$ cat src/rtl/conv_seq_pkg.sv
package conv_seq_pkg;
  localparam int NCONV = 2;
  localparam int NSLOT = 2;
  localparam int NENT  = NCONV * NSLOT;

  typedef enum logic [1:0] {
    MODE_SOLO  = 2'd0,
    MODE_JOIN  = 2'd1,
    MODE_PAIR  = 2'd2,
    MODE_CHAIN = 2'd3
  } mode_e;
endpackage

$ cat src/rtl/conv_smp_decode.sv
module conv_smp_decode #(
  parameter int CODEW = 4,
  parameter int LENW  = 11
) (
  input  logic [CODEW-1:0] code,
  output logic [LENW-1:0]  len
);
  logic [CODEW-1:0] sh;

  always_comb begin
    sh = (code == '1) ? CODEW'(10) : code - CODEW'(4);
    if (code < CODEW'(8)) len = LENW'(code) + LENW'(1);
    else                  len = LENW'(1) << sh;
  end

  // the window is never empty and never exceeds 1024 cycles
  always_comb begin
    a_len_range_r6: assert (len != '0 && len <= LENW'(1024));
  end
endmodule

$ cat src/rtl/conv_result_bank.sv
module conv_result_bank #(
  parameter int DW    = 12,
  parameter int NCONV = 2,
  parameter int NSLOT = 2
) (
  input  logic                     clk,
  input  logic                     rst_n,
  input  logic [NCONV*NSLOT-1:0]   wr_en,
  input  logic [NCONV*NSLOT*DW-1:0] wr_data,
  input  logic [NSLOT-1:0]         rd_slot,
  output logic [NCONV*NSLOT*DW-1:0] data,
  output logic [NCONV*NSLOT-1:0]   valid,
  output logic [NCONV*NSLOT-1:0]   ovr
);
  localparam int NENT = NCONV * NSLOT;

  for (genvar g = 0; g < NENT; g++) begin : g_ent
    localparam int S = g / NCONV;

    always_ff @(posedge clk or negedge rst_n) begin
      if (!rst_n) begin
        data[g*DW +: DW] <= '0;
        valid[g]         <= 1'b0;
        ovr[g]           <= 1'b0;
      end else if (wr_en[g]) begin
        data[g*DW +: DW] <= wr_data[g*DW +: DW];
        valid[g]         <= 1'b1;
        ovr[g]           <= (ovr[g] | valid[g]) & ~rd_slot[S];
      end else if (rd_slot[S]) begin
        valid[g] <= 1'b0;
        ovr[g]   <= 1'b0;
      end
    end

    p_ovr_needs_valid_r8: assert property (@(posedge clk) disable iff (!rst_n)
      ovr[g] |-> valid[g]);

    p_read_clears_r7: assert property (@(posedge clk) disable iff (!rst_n)
      ($past(rd_slot[S]) && !$past(wr_en[g])) |-> !valid[g]);
  end
endmodule

$ cat src/rtl/conv_seq_ctrl.sv
module conv_seq_ctrl
  import conv_seq_pkg::*;
#(
  parameter int DW = 12,
  parameter int CW = 3
) (
  input  logic                clk,
  input  logic                rst_n,
  input  logic                enable,
  input  logic [1:0]          mode,
  input  logic                short_chain,
  input  logic [NCONV-1:0]    start,
  input  logic [NCONV*CW-1:0] pri_sel,
  input  logic [NCONV*CW-1:0] sec_sel,
  input  logic [NCONV-1:0]    cv_done,
  input  logic [NCONV*DW-1:0] cv_data,
  output logic [NCONV-1:0]    cv_start,
  output logic [NCONV*CW-1:0] cv_chan,
  output logic [NCONV-1:0]    busy,
  output logic [NENT-1:0]     wr_en,
  output logic [NENT*DW-1:0]  wr_data,
  output logic [NCONV-1:0]    eoc_set
);
  localparam int STEPW = $clog2(NENT);

  mode_e             md;
  logic [NCONV-1:0]  run, launch_q, seen, go;
  logic [CW-1:0]     chan_q [NCONV];
  logic [STEPW-1:0]  step, nxt_step;
  logic              chain, idle_all, chain_go, chain_done, last, adv, both;

  assign md         = mode_e'(mode);
  assign idle_all   = ~|run & ~chain;
  assign chain_done = chain & cv_done[step[0]];
  assign last       = (step == STEPW'(NENT-1)) | (short_chain & step == STEPW'(NENT-2));
  assign adv        = chain_done & ~last;
  assign nxt_step   = step + STEPW'(1);
  assign both       = &(seen | cv_done);
  assign chain_go   = (md == MODE_CHAIN) & go[0];

  always_comb begin
    unique case (md)
      MODE_SOLO, MODE_JOIN: go = {NCONV{enable}} & start & ~run;
      MODE_PAIR:            go = {NCONV{enable & start[0] & idle_all}};
      default:              go = {1'b0, enable & start[0] & idle_all};
    endcase
  end

  always_comb begin
    unique case (md)
      MODE_SOLO:            eoc_set = cv_done;
      MODE_JOIN, MODE_PAIR: eoc_set = {1'b0, both};
      default:              eoc_set = {1'b0, chain_done & last};
    endcase
  end

  always_comb begin
    wr_en = '0;
    if (chain) wr_en[step] = chain_done;
    else       wr_en[NCONV-1:0] = cv_done;
  end

  for (genvar g = 0; g < NENT; g++) begin : g_wd
    assign wr_data[g*DW +: DW] = cv_data[(g % NCONV)*DW +: DW];
  end

  always_ff @(posedge clk or negedge rst_n) begin
    if (!rst_n) begin
      chain <= 1'b0;
      step  <= '0;
      seen  <= '0;
    end else begin
      if (chain_go)                chain <= 1'b1;
      else if (chain_done && last) chain <= 1'b0;
      if (chain_go)   step <= '0;
      else if (adv)   step <= nxt_step;
      if (md == MODE_JOIN || md == MODE_PAIR) seen <= both ? '0 : (seen | cv_done);
      else                                    seen <= '0;
    end
  end

  for (genvar i = 0; i < NCONV; i++) begin : g_conv
    logic nxt_mine;
    assign nxt_mine = adv & (nxt_step[0] == 1'(i));

    always_ff @(posedge clk or negedge rst_n) begin
      if (!rst_n) begin
        run[i]      <= 1'b0;
        launch_q[i] <= 1'b0;
        chan_q[i]   <= '0;
      end else begin
        run[i]      <= (run[i] & ~cv_done[i]) | go[i] | nxt_mine;
        launch_q[i] <= go[i] | nxt_mine;
        if (go[i])         chan_q[i] <= pri_sel[i*CW +: CW];
        else if (nxt_mine) chan_q[i] <= nxt_step[STEPW-1] ? sec_sel[i*CW +: CW]
                                                          : pri_sel[i*CW +: CW];
      end
    end

    assign cv_chan[i*CW +: CW] = chan_q[i];

    p_launch_enabled_r10: assert property (@(posedge clk) disable iff (!rst_n)
      cv_start[i] |-> ($past(enable) || $past(chain)));

    p_launch_busy_r9: assert property (@(posedge clk) disable iff (!rst_n)
      cv_start[i] |-> busy[i]);

    p_no_relaunch_r9: assert property (@(posedge clk) disable iff (!rst_n)
      ($past(run[i]) && !$past(cv_done[i])) |-> !cv_start[i]);
  end

  assign cv_start = launch_q;
  assign busy     = run | {NCONV{chain}};

  p_chain_serial_r4: assert property (@(posedge clk) disable iff (!rst_n)
    chain |-> !(&run));
endmodule

$ cat src/rtl/dual_conv_seq.sv
module dual_conv_seq
  import conv_seq_pkg::*;
#(
  parameter int DW    = 12,
  parameter int CW    = 3,
  parameter int CODEW = 4,
  parameter int LENW  = 11
) (
  input  logic                clk,
  input  logic                rst_n,
  input  logic                enable,
  input  logic [1:0]          mode,
  input  logic                short_chain,
  input  logic [NCONV-1:0]    start,
  input  logic [NCONV*CW-1:0] pri_sel,
  input  logic [NCONV*CW-1:0] sec_sel,
  input  logic [CODEW-1:0]    smp_code,
  input  logic [NCONV-1:0]    ie,
  input  logic [NCONV-1:0]    clr_eoc,
  input  logic [NSLOT-1:0]    rd_slot,
  output logic [NCONV-1:0]    cv_start,
  output logic [NCONV*CW-1:0] cv_chan,
  output logic [LENW-1:0]     smp_len,
  input  logic [NCONV-1:0]    cv_done,
  input  logic [NCONV*DW-1:0] cv_data,
  output logic [NCONV-1:0]    busy,
  output logic [NCONV-1:0]    eoc,
  output logic [NCONV-1:0]    irq,
  output logic [NENT*DW-1:0]  res_data,
  output logic [NENT-1:0]     res_valid,
  output logic [NENT-1:0]     res_ovr
);
  logic [NENT-1:0]    wr_en;
  logic [NENT*DW-1:0] wr_data;
  logic [NCONV-1:0]   eoc_set;

  conv_smp_decode #(.CODEW(CODEW), .LENW(LENW)) u_dec (
    .code(smp_code), .len(smp_len));

  conv_seq_ctrl #(.DW(DW), .CW(CW)) u_ctrl (
    .clk(clk), .rst_n(rst_n), .enable(enable), .mode(mode),
    .short_chain(short_chain), .start(start), .pri_sel(pri_sel),
    .sec_sel(sec_sel), .cv_done(cv_done), .cv_data(cv_data),
    .cv_start(cv_start), .cv_chan(cv_chan), .busy(busy),
    .wr_en(wr_en), .wr_data(wr_data), .eoc_set(eoc_set));

  conv_result_bank #(.DW(DW), .NCONV(NCONV), .NSLOT(NSLOT)) u_bank (
    .clk(clk), .rst_n(rst_n), .wr_en(wr_en), .wr_data(wr_data),
    .rd_slot(rd_slot), .data(res_data), .valid(res_valid), .ovr(res_ovr));

  always_ff @(posedge clk or negedge rst_n) begin
    if (!rst_n) eoc <= '0;
    else        eoc <= eoc_set | (eoc & ~clr_eoc);
  end

  assign irq = eoc & ie;

  p_eoc1_solo_only_r2: assert property (@(posedge clk) disable iff (!rst_n)
    (mode != 2'd0 && !eoc[1]) |=> !eoc[1]);

  p_w1c_r11: assert property (@(posedge clk) disable iff (!rst_n)
    ($past(clr_eoc[0]) && !$past(cv_done[0]) && !$past(cv_done[1])) |-> !eoc[0]);
endmodule

$ cat config.mk
export PLATFORM = sky130hd
export DESIGN_NAME = dual_conv_seq
export DESIGN_NICKNAME = d
export VERILOG_FILES = /design/src/rtl/conv_seq_pkg.sv /design/src/rtl/conv_smp_decode.sv /design/src/rtl/conv_result_bank.sv /design/src/rtl/conv_seq_ctrl.sv /design/src/rtl/dual_conv_seq.sv
export SDC_FILE = /design/constraint.sdc
export NUM_CORES = 1
export LEC_CHECK = 0
export ABC_CLOCK_PERIOD_IN_PS = 2500
export CORE_ASPECT_RATIO = 1.2
export CORE_MARGIN = 4
export CORE_UTILIZATION = 35
export CTS_CLUSTER_SIZE = 24
export DETAILED_ROUTE_END_ITERATION = 10
export MAX_ROUTING_LAYER = met4
export PLACE_DENSITY = 0.67
export SYNTH_ARGS = -nofsm -noshare
export SYNTH_HDL_FRONTEND = slang
export SYNTH_SLANG_ARGS = --single-unit
$ cat constraint.sdc
create_clock -name clk -period 2.5 [get_ports clk]
set_clock_uncertainty 0.05 [all_clocks]
set_input_delay 0.5 -clock clk [delete_from_list [all_inputs] [get_ports clk]]
set_output_delay 0.5 -clock clk [all_outputs]
set_load 0.005 [all_outputs]
==> impl_metrics.csv <==
group,metric,value,unit
drt,drcViolationCount,0,
layout,area_growth,53.8,%
yosys,synth_compound_area_frac,0.0971,
clocking,cts_buffers,9,
placement,routabilityCongestion,0.884,
power_and_ir_drop,power_frac_seq,0.389,
job,cap_violations,0,
yosys,ys_seq_elements,73,
power_and_ir_drop,power.density,967,nW/um^2
yosys,async_reset_ff_frac,1.00,
layout,multi_input_area,1440,um^2
layout,num-nets-final,484,
status,outcome,"complete, no violations",
power_and_ir_drop,total_power,4.94,mW
yosys,synth_top_cell_by_area,"dfrtp_1",
global_route,grt_antenna_before_repair,0,
global_route,grt_overflow_total,0,
drt,route.met2.wl,3940,um
worst_setup_path,critPathArrivalTime,1.90,ns
drt,met3WireLength,767,um
placement,port-buffer-count,136,
drt,drtPass1Iterations,4,
drt,wire_per_inst,16.0,um
power_and_ir_drop,power.clock.fraction,0.159,
worst_setup_path,r2r_start,"u_ctrl.step[0]",
worst_setup_path,critical_path_class,"in2out",
drt,met1_length,3780,um
placement,dp_hpwl,6220,um
yosys,synthTopCellsByArea,"dfrtp_1, mux2_2, ha_1, mux2_4, inv_1",
worst_setup_path,rr_worst_depth,7,
timing,holdWs,0.109,ns
worst_setup_path,worstReg2RegEnd,"u_ctrl.cv_chan[1]",
yosys,post-synth-top-area-fraction,0.550,
global_route,grt_pass1_vias,2852,
yosys,synth.area.mux_share,0.180,
yosys,yosys_warnings,0,
timing,slew_headroom,0.727,
global_route,grt_use_total,0.164,
worst_setup_path,path_max_fanout,5,
power_and_ir_drop,p_int,3.52,mW
yosys,syn_area_per_cell,12.8,um^2
layout,drive_gt1_frac,0.224,
die,start_util,0.362,
drt,drt-initial-drc-count,80,
clocking,cts_hold_buf,0,
timing,tightest_slew,0.401,ns
die,die_area,11100,um^2
die,die-width,97.0,um
drt,routed-via-count,2601,
worst_setup_path,end_kind,"primary output",
drt,wl,8560,um
clocking,cts_tree,"done",
timing,maxSlewViolCount,0,
global_route,grt_max_degree,74,
timing,max_clock_freq,408,MHz
timing,period_needed,2.45,ns
power_and_ir_drop,power.share.combinational,0.453,
yosys,dominantRegCellSynth,"dfrtp_1",
yosys,synth-simple-area-share,0.0926,
drt,ant_nets,0,
power_and_ir_drop,p_leak,2.33,nW
layout,regArea,1830,um^2
drt,top_layer,"met4",
min_path,hold_path_class,"in2async",
yosys,synth_cell_types,39,
timing,tns,0,ns
placement,dp_cells,522,
power_and_ir_drop,netSwitchingFraction,0.288,
layout,final_cells,536,
yosys,synth_nets,328,
timing,finalSetupViolCount,0,
die,core_area,9180,um^2
yosys,synth_edf_count,0,
die,io_pins,137,
layout,fillCellCount,813,
clocking,clk_path_buf_depth,2,
yosys,yosysSeqAreaShare,0.550,
clocking,root_buffer,"clkbuf_8",
die,dieHeight,115,um
die,rows,38,
worst_setup_path,cp.required,1.95,ns
global_route,grt_pass1_wl,14200,um
timing,hold_viol_final,0,
worst_setup_path,reg2reg_slack,0.56,ns
layout,insertedDiodeCount,0,
drt,via_per_inst,4.85,
yosys,synth_top_family_by_area,"multiplexers",
timing,rsz0062_at_grt,"true",
clocking,cts.clk_slew.worst_paths,0.07,ns
clocking,htree_levels,3,
yosys,synth-adder-area-share,0.0489,
timing,period_share,0.979,
clocking,insertion_delay,0.33,ns
power_and_ir_drop,switchingPower,1.42,mW
power_and_ir_drop,ir_worst_vdd,543,uV
yosys,netlist_instances,259,
yosys,synth_xor_area_frac,0,
worst_setup_path,cp-start-kind,"primary input",
yosys,netlist_area,3320,um^2
clocking,cts.sinks,73,
-- area by class of cell --
cell class                      count  area share
Sequential cell                    73       0.357
Clock buffer                       11      0.0296
Timing Repair Buffer              151       0.291
Multi-Input combinational cell    166       0.281
Inverter                           14      0.0103
Clock inverter                      1    0.000979
Tap cell                          120      0.0294
-- Yosys cell counts, types with 7 or more instances --
cell,instances
inv_1,14
mux2_4,9
nand2_1,13
nor2_1,8
a21oi_1,10
o22ai_1,8
ha_1,13
mux2_2,39
o21ai_0,7
and2_1,7
dfrtp_1,73
-- placed cells by master, fill, tap and decap left out, types with 7 or more instances in the layout --
| cell | synthesis | final |
|---|---|---|
| and2_1 | 7 | 7 |
| mux2_4 | 9 | 9 |
| ha_1 | 13 | 10 |
| inv_1 | 14 | 13 |
| nor2_1 | 8 | 7 |
| a21oi_1 | 10 | 9 |
| clkbuf_8 | 0 | 11 |
| dlygate4sd2_1 | 0 | 11 |
| nand2_1 | 13 | 13 |
| buf_4 | 0 | 13 |
| mux2_2 | 39 | 39 |
| dfrtp_1 | 73 | 73 |
| clkdlybuf4s50_1 | 0 | 123 |
| o22ai_1 | 8 | 8 |
| o21ai_0 | 7 | 7 |
-- state kept, by name (all words and copies together) (netlist names) --
name             cells
eoc                  2
u_bank.ovr           4
u_bank.valid         4
u_ctrl.seen          2
u_ctrl.chain         1
u_ctrl.cv_chan       6
u_ctrl.step          2
u_ctrl.cv_start      2
u_bank.data         48
u_ctrl.run           2
-- critical path: stages --
cell and delay (ns):
dlygate4sd2_1 0.27, ha_4 0.27, nand2b_4 0.15, nor2_2 0.10
and2_1 0.12, clkdlybuf4s50_1 0.49
-- power by group through the flow --
stage / clock [mW] / sequential [mW] / combinational [mW]
6_report: 0.785 / 1.92 / 2.24
5_1_grt: 0.878 / 1.99 / 2.41
4_1_cts: 0.820 / 1.93 / 2.27
3_5_place_dp: 0 / 1.95 / 2.25
3_3_place_gp: 0 / 1.92 / 2.22
2_1_floorplan: 0 / 1.96 / 0.897
-- kinds of logic (layout without fill, tap and decap cells) --
group	after synthesis	count (layout)
compound gates	47	47
flops	73	73
fa+ha+maj	13	13
simple gates	56	56
mux	50	50
buf+inv	20	177
-- what timing repair did --
action                                  4_1_cts  5_1_grt
cloned                                        0        0
resized for setup                            17        5
endpoints found under the setup margin       11        3
pin swaps                                     6        0
buffers inserted                              2        0
-- layer usage --
layer | track usage | up-vias
met4 | 0.0412 | 0
li1 | - | 1233
met3 | 0.0704 | 5
met1 | 0.202 | 1263
met2 | 0.249 | 100
met5 | - | -
-- through the flow --
step	setup slack [ns]	instance area, um^2	utilization
floorplan	0.642	3320	-
global placement	-0.288	4900	0.534
CTS	0.00539	5090	0.555
finish	0.0518	5110	0.557
detailed placement	-0.315	4900	0.534
global route	-0.0125	5110	0.557
-- worst max-delay path by stage --
stage | start | to | slack (ns) | cells after the start
2_1_floorplan | u_ctrl.step[0] | u_ctrl.cv_chan[1] | 0.64 | 6
3_3_place_gp | smp_code[0] | smp_len[7] | -0.29 | 6
3_5_place_dp | smp_code[0] | smp_len[6] | -0.31 | 6
4_1_cts | smp_code[3] | smp_len[9] | 0.005 | 6
5_1_grt | smp_code[3] | smp_len[9] | -0.01 | 6
6_report | smp_code[3] | smp_len[9] | 0.05 | 6
Power figures use the tool's default switching activity.
